## src/rtl/nfc_pkg.sv

```systemverilog
package nfc_pkg;
   localparam int TF_W  = 8;
   localparam int DLY_W = 4;
   localparam int REG_W = 32;
   localparam int OFS_W = 5;

   localparam logic [OFS_W-1:0] OFS_CTRL = 5'h00;
   localparam logic [OFS_W-1:0] OFS_STAT = 5'h04;
   localparam logic [OFS_W-1:0] OFS_TCOM = 5'h08;
   localparam logic [OFS_W-1:0] OFS_TATT = 5'h0C;

   typedef enum logic [1:0] {
      WIN_REG = 2'd0,
      WIN_CMD = 2'd1,
      WIN_ADR = 2'd2,
      WIN_DAT = 2'd3
   } win_e;

   // msb first: release, hold, strobe, setup
   typedef struct packed {
      logic [TF_W-1:0] t_hiz;
      logic [TF_W-1:0] t_hold;
      logic [TF_W-1:0] t_strb;
      logic [TF_W-1:0] t_setup;
   } tim_t;

   typedef struct packed {
      logic [DLY_W-1:0] ale_re;
      logic [DLY_W-1:0] cle_re;
      logic             ecc_256;
      logic             ecc_on;
      logic             wide;
      logic             is_nand;
      logic             bank_en;
      logic             rdy_wait;
      logic             soft_rst;
   } ctrl_t;

   typedef enum logic [2:0] {
      SQ_IDLE,
      SQ_SETUP,
      SQ_STRB,
      SQ_HOLD,
      SQ_HIZ
   } sq_e;

   function automatic logic [REG_W-1:0] ctrl_to_word(input ctrl_t c);
      logic [REG_W-1:0] w;
      w       = '0;
      w[0]    = c.soft_rst;
      w[1]    = c.rdy_wait;
      w[2]    = c.bank_en;
      w[3]    = c.is_nand;
      w[4]    = c.wide;
      w[6]    = c.ecc_on;
      w[7]    = c.ecc_256;
      w[12:9] = c.cle_re;
      w[16:13] = c.ale_re;
      return w;
   endfunction

   function automatic ctrl_t word_to_ctrl(input logic [REG_W-1:0] w);
      ctrl_t c;
      c.soft_rst = w[0];
      c.rdy_wait = w[1];
      c.bank_en  = w[2];
      c.is_nand  = w[3];
      c.wide     = w[4];
      c.ecc_on   = w[6];
      c.ecc_256  = w[7];
      c.cle_re   = w[12:9];
      c.ale_re   = w[16:13];
      return c;
   endfunction
endpackage

```

## src/rtl/nfc_regs.sv

```systemverilog
module nfc_regs
   import nfc_pkg::*;
(
   input  logic             clk,
   input  logic             rst_n,
   input  logic             wr_en,
   input  logic [OFS_W-1:0] ofs,
   input  logic [REG_W-1:0] wdata,
   input  logic             rb_n,
   output ctrl_t            ctrl,
   output tim_t             tim_com,
   output tim_t             tim_att,
   output logic [REG_W-1:0] rdata
);
   always_ff @(posedge clk or negedge rst_n) begin
      if (!rst_n) begin
         ctrl        <= '0;
         ctrl.cle_re <= '1;
         ctrl.ale_re <= '1;
         tim_com     <= '1;
         tim_att     <= '1;
      end else if (wr_en) begin
         case (ofs)
            OFS_CTRL: ctrl    <= word_to_ctrl(wdata);
            OFS_TCOM: tim_com <= tim_t'(wdata);
            OFS_TATT: tim_att <= tim_t'(wdata);
            default:  ;
         endcase
      end
   end

   always_comb begin
      case (ofs)
         OFS_CTRL: rdata = ctrl_to_word(ctrl);
         OFS_STAT: rdata = {{(REG_W-1){1'b0}}, rb_n};
         OFS_TCOM: rdata = REG_W'(tim_com);
         OFS_TATT: rdata = REG_W'(tim_att);
         default:  rdata = '0;
      endcase
   end
endmodule

```

## src/rtl/nfc_lane.sv

```systemverilog
module nfc_lane #(
   parameter int DQ_W = 16
) (
   input  logic            wide,
   input  logic            byte_only,
   input  logic [DQ_W-1:0] wdata,
   input  logic [DQ_W-1:0] dq_in,
   output logic [DQ_W-1:0] wlane,
   output logic [DQ_W-1:0] rlane
);
   generate
      if (DQ_W == 16) begin : g_w16
         assign wlane = (wide && !byte_only) ? wdata : {8'h00, wdata[7:0]};
         assign rlane = wide ? dq_in : {8'h00, dq_in[7:0]};
      end else begin : g_w8
         logic unused_w8;
         assign wlane     = wdata;
         assign rlane     = dq_in;
         assign unused_w8 = wide ^ byte_only;
      end
   endgenerate
endmodule

```

## src/rtl/nfc_seq.sv

```systemverilog
module nfc_seq
   import nfc_pkg::*;
#(
   parameter int DQ_W = 16
) (
   input  logic             clk,
   input  logic             rst_n,
   input  logic             req,
   input  logic             we,
   input  win_e             kind,
   input  tim_t             tim,
   input  logic [DLY_W-1:0] cle_re,
   input  logic [DLY_W-1:0] ale_re,
   input  logic             bank_en,
   input  logic             rdy_wait,
   input  logic             rb_n,
   input  logic [DQ_W-1:0]  wlane,
   input  logic [DQ_W-1:0]  rlane,
   output logic             ce_n,
   output logic             cle,
   output logic             ale,
   output logic             we_n,
   output logic             re_n,
   output logic             dq_oe,
   output logic [DQ_W-1:0]  dq_out,
   output logic [DQ_W-1:0]  rd_data,
   output logic             dev_ack,
   output logic             idle
);
   localparam int CW = TF_W + 2;

   sq_e             st;
   logic [CW-1:0]   cnt;
   logic            we_q;
   win_e            kind_q;
   win_e            last_q;
   logic [DQ_W-1:0] dout_q;
   logic [DQ_W-1:0] rd_q;
   logic [DLY_W-1:0] extra;
   logic            dev_win, legal, stall, start, act;

   function automatic logic [CW-1:0] at_least_one(input logic [TF_W-1:0] v);
      return (v == '0) ? '0 : CW'(v) - CW'(1);
   endfunction

   always_comb begin
      extra = '0;
      if (!we && kind == WIN_DAT) begin
         case (last_q)
            WIN_CMD: extra = cle_re;
            WIN_ADR: extra = ale_re;
            default: extra = '0;
         endcase
      end
   end

   assign dev_win = req && (kind != WIN_REG);
   assign legal   = (kind == WIN_DAT) || we;
   assign stall   = rdy_wait && (kind == WIN_DAT) && !we && !rb_n;
   assign start   = (st == SQ_IDLE) && dev_win && bank_en && legal && !stall;

   always_ff @(posedge clk or negedge rst_n) begin
      if (!rst_n) begin
         st     <= SQ_IDLE;
         cnt    <= '0;
         we_q   <= 1'b0;
         kind_q <= WIN_DAT;
         last_q <= WIN_DAT;
         dout_q <= '0;
         rd_q   <= '0;
      end else begin
         case (st)
            SQ_IDLE: begin
               if (start) begin
                  st     <= SQ_SETUP;
                  cnt    <= CW'(tim.t_setup) + CW'(extra);
                  we_q   <= we;
                  kind_q <= kind;
                  last_q <= kind;
                  dout_q <= we ? wlane : '0;
               end
            end
            SQ_SETUP: begin
               if (cnt == '0) begin
                  st  <= SQ_STRB;
                  cnt <= CW'(tim.t_strb);
               end else begin
                  cnt <= cnt - CW'(1);
               end
            end
            SQ_STRB: begin
               if (cnt == '0) begin
                  st  <= SQ_HOLD;
                  cnt <= at_least_one(tim.t_hold);
                  if (!we_q) rd_q <= rlane;
               end else begin
                  cnt <= cnt - CW'(1);
               end
            end
            SQ_HOLD: begin
               if (cnt == '0) begin
                  st  <= SQ_HIZ;
                  cnt <= at_least_one(tim.t_hiz);
               end else begin
                  cnt <= cnt - CW'(1);
               end
            end
            SQ_HIZ: begin
               if (cnt == '0) st <= SQ_IDLE;
               else           cnt <= cnt - CW'(1);
            end
            default: st <= SQ_IDLE;
         endcase
      end
   end

   assign act     = (st == SQ_SETUP) || (st == SQ_STRB) || (st == SQ_HOLD);
   assign ce_n    = !act;
   assign cle     = act && (kind_q == WIN_CMD);
   assign ale     = act && (kind_q == WIN_ADR);
   assign we_n    = !((st == SQ_STRB) && we_q);
   assign re_n    = !((st == SQ_STRB) && !we_q);
   assign dq_oe   = act && we_q;
   assign dq_out  = dout_q;
   assign rd_data = rd_q;
   assign idle    = (st == SQ_IDLE);
   assign dev_ack = ((st == SQ_HIZ) && (cnt == '0)) ||
                    ((st == SQ_IDLE) && dev_win && (!bank_en || !legal));
endmodule

```

## src/rtl/nand_cycle_seq.sv

```systemverilog
module nand_cycle_seq
   import nfc_pkg::*;
#(
   parameter int DQ_W   = 16,
   parameter int HOST_W = 32
) (
   input  logic              clk,
   input  logic              rst_n,
   input  logic              host_req,
   input  logic              host_we,
   input  logic [1:0]        host_win,
   input  logic [OFS_W-1:0]  host_off,
   input  logic              host_attr,
   input  logic [HOST_W-1:0] host_wdata,
   output logic [HOST_W-1:0] host_rdata,
   output logic              host_ack,
   output logic              nd_ce_n,
   output logic              nd_cle,
   output logic              nd_ale,
   output logic              nd_we_n,
   output logic              nd_re_n,
   output logic [DQ_W-1:0]   nd_dq_out,
   output logic              nd_dq_oe,
   input  logic [DQ_W-1:0]   nd_dq_in,
   input  logic              nd_rb_n
);
   generate
      if (!(DQ_W == 8 || DQ_W == 16)) begin : g_bad_dq
         $error("nand_cycle_seq: DQ_W must be 8 or 16");
      end
      if (HOST_W != REG_W) begin : g_bad_host
         $error("nand_cycle_seq: HOST_W must equal the register width");
      end
   endgenerate

   win_e             win;
   ctrl_t            ctrl;
   tim_t             tim_com, tim_att, tim_sel;
   logic [REG_W-1:0] reg_rdata;
   logic [DQ_W-1:0]  wlane, rlane, rd_data;
   logic             reg_ack, dev_ack, seq_idle, bank_en, rdy_wait;
   logic             unused_ctrl;

   assign win         = win_e'(host_win);
   assign reg_ack     = host_req && (win == WIN_REG);
   assign tim_sel     = host_attr ? tim_att : tim_com;
   assign bank_en     = ctrl.bank_en;
   assign rdy_wait    = ctrl.rdy_wait;
   assign unused_ctrl = ^{ctrl.soft_rst, ctrl.is_nand, ctrl.ecc_on, ctrl.ecc_256};

   nfc_regs u_regs (
      .clk     (clk),
      .rst_n   (rst_n),
      .wr_en   (reg_ack && host_we),
      .ofs     (host_off),
      .wdata   (host_wdata),
      .rb_n    (nd_rb_n),
      .ctrl    (ctrl),
      .tim_com (tim_com),
      .tim_att (tim_att),
      .rdata   (reg_rdata)
   );

   nfc_lane #(.DQ_W(DQ_W)) u_lane (
      .wide      (ctrl.wide),
      .byte_only (win != WIN_DAT),
      .wdata     (host_wdata[DQ_W-1:0]),
      .dq_in     (nd_dq_in),
      .wlane     (wlane),
      .rlane     (rlane)
   );

   nfc_seq #(.DQ_W(DQ_W)) u_seq (
      .clk      (clk),
      .rst_n    (rst_n),
      .req      (host_req),
      .we       (host_we),
      .kind     (win),
      .tim      (tim_sel),
      .cle_re   (ctrl.cle_re),
      .ale_re   (ctrl.ale_re),
      .bank_en  (bank_en),
      .rdy_wait (rdy_wait),
      .rb_n     (nd_rb_n),
      .wlane    (wlane),
      .rlane    (rlane),
      .ce_n     (nd_ce_n),
      .cle      (nd_cle),
      .ale      (nd_ale),
      .we_n     (nd_we_n),
      .re_n     (nd_re_n),
      .dq_oe    (nd_dq_oe),
      .dq_out   (nd_dq_out),
      .rd_data  (rd_data),
      .dev_ack  (dev_ack),
      .idle     (seq_idle)
   );

   assign host_ack   = reg_ack || dev_ack;
   assign host_rdata = (win == WIN_REG) ? reg_rdata :
                       (win == WIN_DAT) ? HOST_W'(rd_data) : '0;
endmodule

```

## config.mk

```make
export PLATFORM = sky130hd
export DESIGN_NAME = nand_cycle_seq
export DESIGN_NICKNAME = d
export VERILOG_FILES = /design/src/rtl/nfc_pkg.sv /design/src/rtl/nfc_regs.sv /design/src/rtl/nfc_lane.sv /design/src/rtl/nfc_seq.sv /design/src/rtl/nand_cycle_seq.sv
export SDC_FILE = /design/constraint.sdc
export NUM_CORES = 1
export LEC_CHECK = 0
export BUFFER_PORTS_ARGS = -buffer_cell sky130_fd_sc_hd__buf_4
export CORE_AREA = 2 2 120 122
export CTS_BUF_LIST = sky130_fd_sc_hd__clkbuf_4 sky130_fd_sc_hd__clkbuf_8
export CTS_CLUSTER_DIAMETER = 80
export DETAILED_ROUTE_END_ITERATION = 10
export DIE_AREA = 0 0 122 124
export PLACE_DENSITY = 0.77
export RECOVER_POWER = 100
export SLEW_MARGIN = 20
export SYNTH_ARGS = -nofsm -noshare
export SYNTH_HDL_FRONTEND = slang
export SYNTH_SLANG_ARGS = --single-unit
```

## constraint.sdc

```tcl
create_clock -name clk -period 6.3 [get_ports clk]
set_input_delay 0 -clock clk [delete_from_list [all_inputs] [get_ports clk]]
set_output_delay 0 -clock clk [all_outputs]
set_load 0.02 [all_outputs]
```

Yosys cells after proc, flatten, opt, wreduce, memory -nomap -nowiden
Index checks and enable logic that the tools add are counted.

word-level totals
  register bits after elaboration = 127
  logic and storage cells = 118
  output and inout port bits = 55
  input port bits = 61

operators by class
  reduce and logical (&&, ||, !) cells = 50
  eq/ne operators = 17
  add/sub/neg operators = 4
  bitwise operators = 1
  mux-type cells = 23

operators by type and width
  kind                                                                    number
  32-bit one-hot mux with 4 select lines                                  1
  10-bit 2-to-1 mux                                                       7
  16-bit 2-to-1 mux                                                       4
  32-bit 2-to-1 mux                                                       2
  10-bit one-hot mux with 5 select lines                                  1
  1-bit logical AND                                                       19
  8-bit by 1-bit subtractor with 9-bit output (second input constant)     2
  8-bit logical NOT                                                       2
  3-bit 2-to-1 mux                                                        5
  3-bit one-hot mux with 5 select lines                                   1
  5-bit by 4-bit equality test with 1-bit output (second input constant)  2
  1-bit logical NOT                                                       10
  10-bit logical NOT                                                      1
  2-bit by 1-bit != test with 1-bit output (second input constant)        5
  10-bit by 1-bit subtractor with 10-bit output (second input constant)   1
  8-bit by 4-bit adder with 9-bit output                                  1
  4-bit one-hot mux with 2 select lines                                   1
  2-bit AND reduction                                                     4
  3-bit by 2-bit equality test with 1-bit output (second input constant)  2
  1-bit logical OR                                                        6
  3-bit AND reduction                                                     2
  5-bit by 3-bit equality test with 1-bit output (second input constant)  1
  5-bit logical NOT                                                       1
  5-bit AND reduction                                                     1
  other kinds (11)                                                        13

Logic depth before layout (Yosys ltp)
  depth in word-level cells = 8
  depth in mapped cells = 13
  mapped depth without buffers = 13

Modules after synthesis
A second synthesis with hierarchy kept.

second synthesis, totals
  cell total of the unflattened synthesis = 713
  area total of the unflattened synthesis = 7,935.1 sq um

modules (own cells, without submodules)
  module          cells an instance  times used  area each (sq um)  seq. area each (sq um)
  nfc_regs        230                1           3,724.8            2,067.0
  nfc_seq         372                1           3,249.4            1,203.7
  nand_cycle_seq  78                 1           694.4              0.0
  nfc_lane        33                 1           266.5              0.0

Worst setup path after synthesis
OpenSTA, ideal clock, no wires.

  kind = input-to-reg
  from = input port host_attr
  to = register u_seq.cnt[6]
  path buffers = 4
  arrival = 3.064 ns
  library setup time = 0.135 ns
  stages = 13
  setup slack = 3.101 ns
  cell sequence = buf_2 buf_2 buf_2 buf_1 mux2_2 ha_1 fa_1 a21o_1 a21oi_1 or4_1 o21ai_0 a2111oi_0 o31ai_1

between the ends
  word-level cells in the longest chain between the ends = 5
  elaborated cells between the ends (all ways) = 13
  classes of those cells = 3 x add/sub; 8 x mux; 2 x reduce/logical

RTL lines
  what                                                                              line                           RTL
  start, declared                                                                   nand_cycle_seq.sv:13           input logic host_attr,
  32-bit 2-to-1 mux (*)                                                             nand_cycle_seq.sv:46           assign tim_sel = host_attr ? tim_att : tim_com;
  8-bit by 1-bit subtractor with 9-bit output or 8-bit logical NOT (tied branches)  nfc_seq.sv:43                  return (v == '0) ? '0 : CW'(v) - CW'(1);
  10-bit 2-to-1 mux                                                                 nfc_seq.sv:43
  10-bit 2-to-1 mux, on equally long branches                                       nfc_seq.sv:101, nfc_seq.sv:92
  10-bit one-hot mux with 5 select lines (*)                                        nfc_seq.sv:72                  case (st)
  end signal, assigned                                                              nfc_seq.sv:76                  cnt <= CW'(tim.t_setup) + CW'(extra);
  end signal, assigned                                                              nfc_seq.sv:103                 cnt <= at_least_one(tim.t_hiz);
  end signal, assigned                                                              nfc_seq.sv:105                 cnt <= cnt - CW'(1);
  end, declared                                                                     nfc_seq.sv:33                  logic [CW-1:0] cnt;

Every way passes the cells marked *; elsewhere a longest branch is shown, timed or not. The select of a mux whose other input is x is not followed.
A chain may end at the register's enable or synchronous reset.

Worst setup path in the final report
  from = input port host_off[3]
  to = register, netlist name u_regs.tim_att[3]

between the ends
  word-level cells in the longest chain between the ends = 2

RTL lines
  what                                            line                  RTL
  start, declared                                 nand_cycle_seq.sv:12  input logic [OFS_W-1:0] host_off,
  5-bit by 4-bit equality test with 1-bit output  nfc_regs.sv:23        case (ofs)
  2-bit AND reduction (no line)                   n/a

Every way passes these cells.

==> results.cfg <==
[global_routing]
met2_usage = 0.482
use_met3 = 0.0609
grt_use_total = 0.299
grt_pass1_vias = 6613
grt_antenna_before_repair = 0
overflow = 0
met1_usage = 0.405
grt_pass1_wl_um = 34800
grt_max_degree = 76
grt-busiest-layer = met2

[floorplan]
initial_core_util = 0.548
row_count = 43
die_area_mm2 = 0.0151
core-area_mm2 = 0.0137
io-pin-count = 116
dieWidth_um = 122
die_h_um = 124

[status]
status = finished, violations left
violations = max-capacitance violations, max-slew violations

[timing]
setup-tns-final_ns = 0
clock_skew_ns = 0.00862
holdWs_ns = 0.174
setup_viol = 0
worstMarginPinSlew_ns = 2.87
clock.fmax_ghz = 0.225
min_period_ns = 4.44
slew_viol_final = 130
relSlewSlack = -0.914
rsz0062_at_grt = no
fin_crit_sh = 0.705
hold_viol = 0
setup_ws_ns = 1.86

[pwr]
power.density_mw_per_mm2 = 256
p_total_mw = 2.34
ir_drop_v = 0.000137
p_leak_nw = 3.84

[clock_tree]
path_clk_slew_ns = 0.08
cts_tree = built
numCtsBuffers = 17
cts_root_buf = clkbuf_8
ctsHtreeMaxLevel = 4
cts_buffer_depth = 2
cts.sinks = 127
clk_latency_ns = 0.46

[drt]
postRouteAntennaNets = 0
drtPass1Iterations = 5
wl_um = 22000
drtIter0Drc = 572
vias = 6721
drc = 0
post_drt_wl_per_cell_um = 19.8
viasPerCell = 6.03

[yosys]
ys_types = 64
syn_avg_cell_area_um2 = 9.81
synth_area_mm2 = 0.00752
synth-seq-cells = 127
synth_nets = 838
syn_inst = 767
ys.warnings.count = 0
ys_seq_area_frac = 0.435
ys.flop_type = dfstp_2
synth_edf_count = 0
synth-async-reset-ratio = 1.00

[finish]
final_cell_mix = nand2_1 (95), mux2_2 (93), dfstp_2 (74), nor2_1 (67)
nets = 992
layout_commonest_cell = nand2_1
diodes = 0
fillers = 1107
drive_above_1_share = 0.286
multi_input_comb_area_mm2 = 0.00399
seq_area_mm2 = 0.00327
area_delta_synth_final_pct = 21.7

[setup_path]
rr_worst_depth = 9
end_kind = register
cp-startpoint = host_off[3]
r2r_setup_slack_ns = 2.95
r2r_end = u_seq.cnt[7]
r2r_start = u_seq.cnt[0]
worstPathRequired_ns = 6.69
endpoint = u_regs.tim_att[3]
crit_fanout = 18
path_class = input pin to register
worstSetupStartpointType = input pin
cp.arrival_ns = 4.83

[place]
place.gp.congestion = 0.978
pre_cts_ws_ns = 3.05
io_buffers = 115
dp_hpwl_um = 15100

[worst_hold_path]
worstHoldStart = host_req
hp-class = input pin to register

[run]
cap_violations = 2
-- worst max-delay path, cell delays in order --
cell and delay [ns]:
clkbuf_1 0.91, and2_0 0.82, nor2b_1 0.22, clkbuf_1 0.72
nand4_1 1.04, clkbuf_1 0.66, mux2_2 0.42
-- area by class of cell --
class | count | area share
inverter | 12 | 0.00492
multi-input combinational | 581 | 0.436
clock buffer | 19 | 0.0279
timing repair buffer | 182 | 0.139
tap | 180 | 0.0246
clock inverter | 13 | 0.00984
sequential | 127 | 0.357
-- logic make-up (layout without fill, tap and decap cells) --
logic type / after synthesis / after routing / synth area share
DFF: 127 / 127 / 0.435
xor gates and xnor gates: 19 / 19 / 0.0221
adders and majority gates: 11 / 11 / 0.0190
buffers and inverters: 59 / 226 / 0.0321
muxes: 126 / 126 / 0.185
AOI/OAI and AO/OA: 164 / 164 / 0.144
and+or+nand+nor: 261 / 261 / 0.163
-- state kept, by name (all words and copies together), names as in the netlist --
name            count
u_regs.tim_att     32
u_regs.tim_com     32
u_seq.dq_out       16
u_seq.rd_data      16
u_regs.ctrl        15
u_seq.cnt          10
u_seq.st            3
u_seq.kind_q        2
u_seq.we_q          1
-- worst min-delay path by stage --
stage	to	slack, ns	depth (start not counted)
after floorplan	u_regs.ctrl[0]	-0.30	0
after global placement	u_seq.dq_out[7]	0.07	1
after detailed placement	u_seq.dq_out[7]	0.07	1
after CTS	u_regs.ctrl[3]	0.1	4
after global routing	u_regs.ctrl[3]	0.19	4
final	u_regs.ctrl[3]	0.17	4
-- metrics by stage --
stage	utilization	instances	area [µm²]
global placement	0.619	1025	8490
global route	0.667	1114	9150
detailed placement	0.619	1025	8490
CTS	0.686	1114	9410
floorplan	-	767	7520
finish	0.667	1114	9150
-- where the power goes --
group | switching, mW | internal (mW) | total [mW]
clock network | 0.343 | 0.286 | 0.629
registers | 0.103 | 0.910 | 1.01
logic | 0.419 | 0.278 | 0.698
total | 0.865 | 1.47 | 2.34
-- Yosys cell counts (19+ instances only) --
master	number	area share
nand2_1	95	0.047
mux2_2	93	0.14
dfstp_2	74	0.26
nor2_1	66	0.033
dfrtp_1	53	0.18
o21ai_0	36	0.024
clkbuf_1	33	0.016
a21oi_1	32	0.021
mux2i_1	32	0.043
nand3_1	24	0.016
a22oi_1	23	0.023
nor3_1	19	0.013
-- timing repair --
| action | CTS | global route |
|---|---|---|
| endpoints found under the hold margin | 166 | 0 |
| hold buffers | 57 | 0 |
| buffers inserted | 0 | 0 |
| resized for setup | 0 | 0 |
-- metal layers --
| metal | wire (µm) | vias up |
|---|---|---|
| met2 | 10600 | 250 |
| met5 | 0 | - |
| met1 | 9540 | 3356 |
| met4 | 473 | 0 |
| li1 | - | 3068 |
| met3 | 1380 | 47 |
Power figures use the tool's default switching activity.
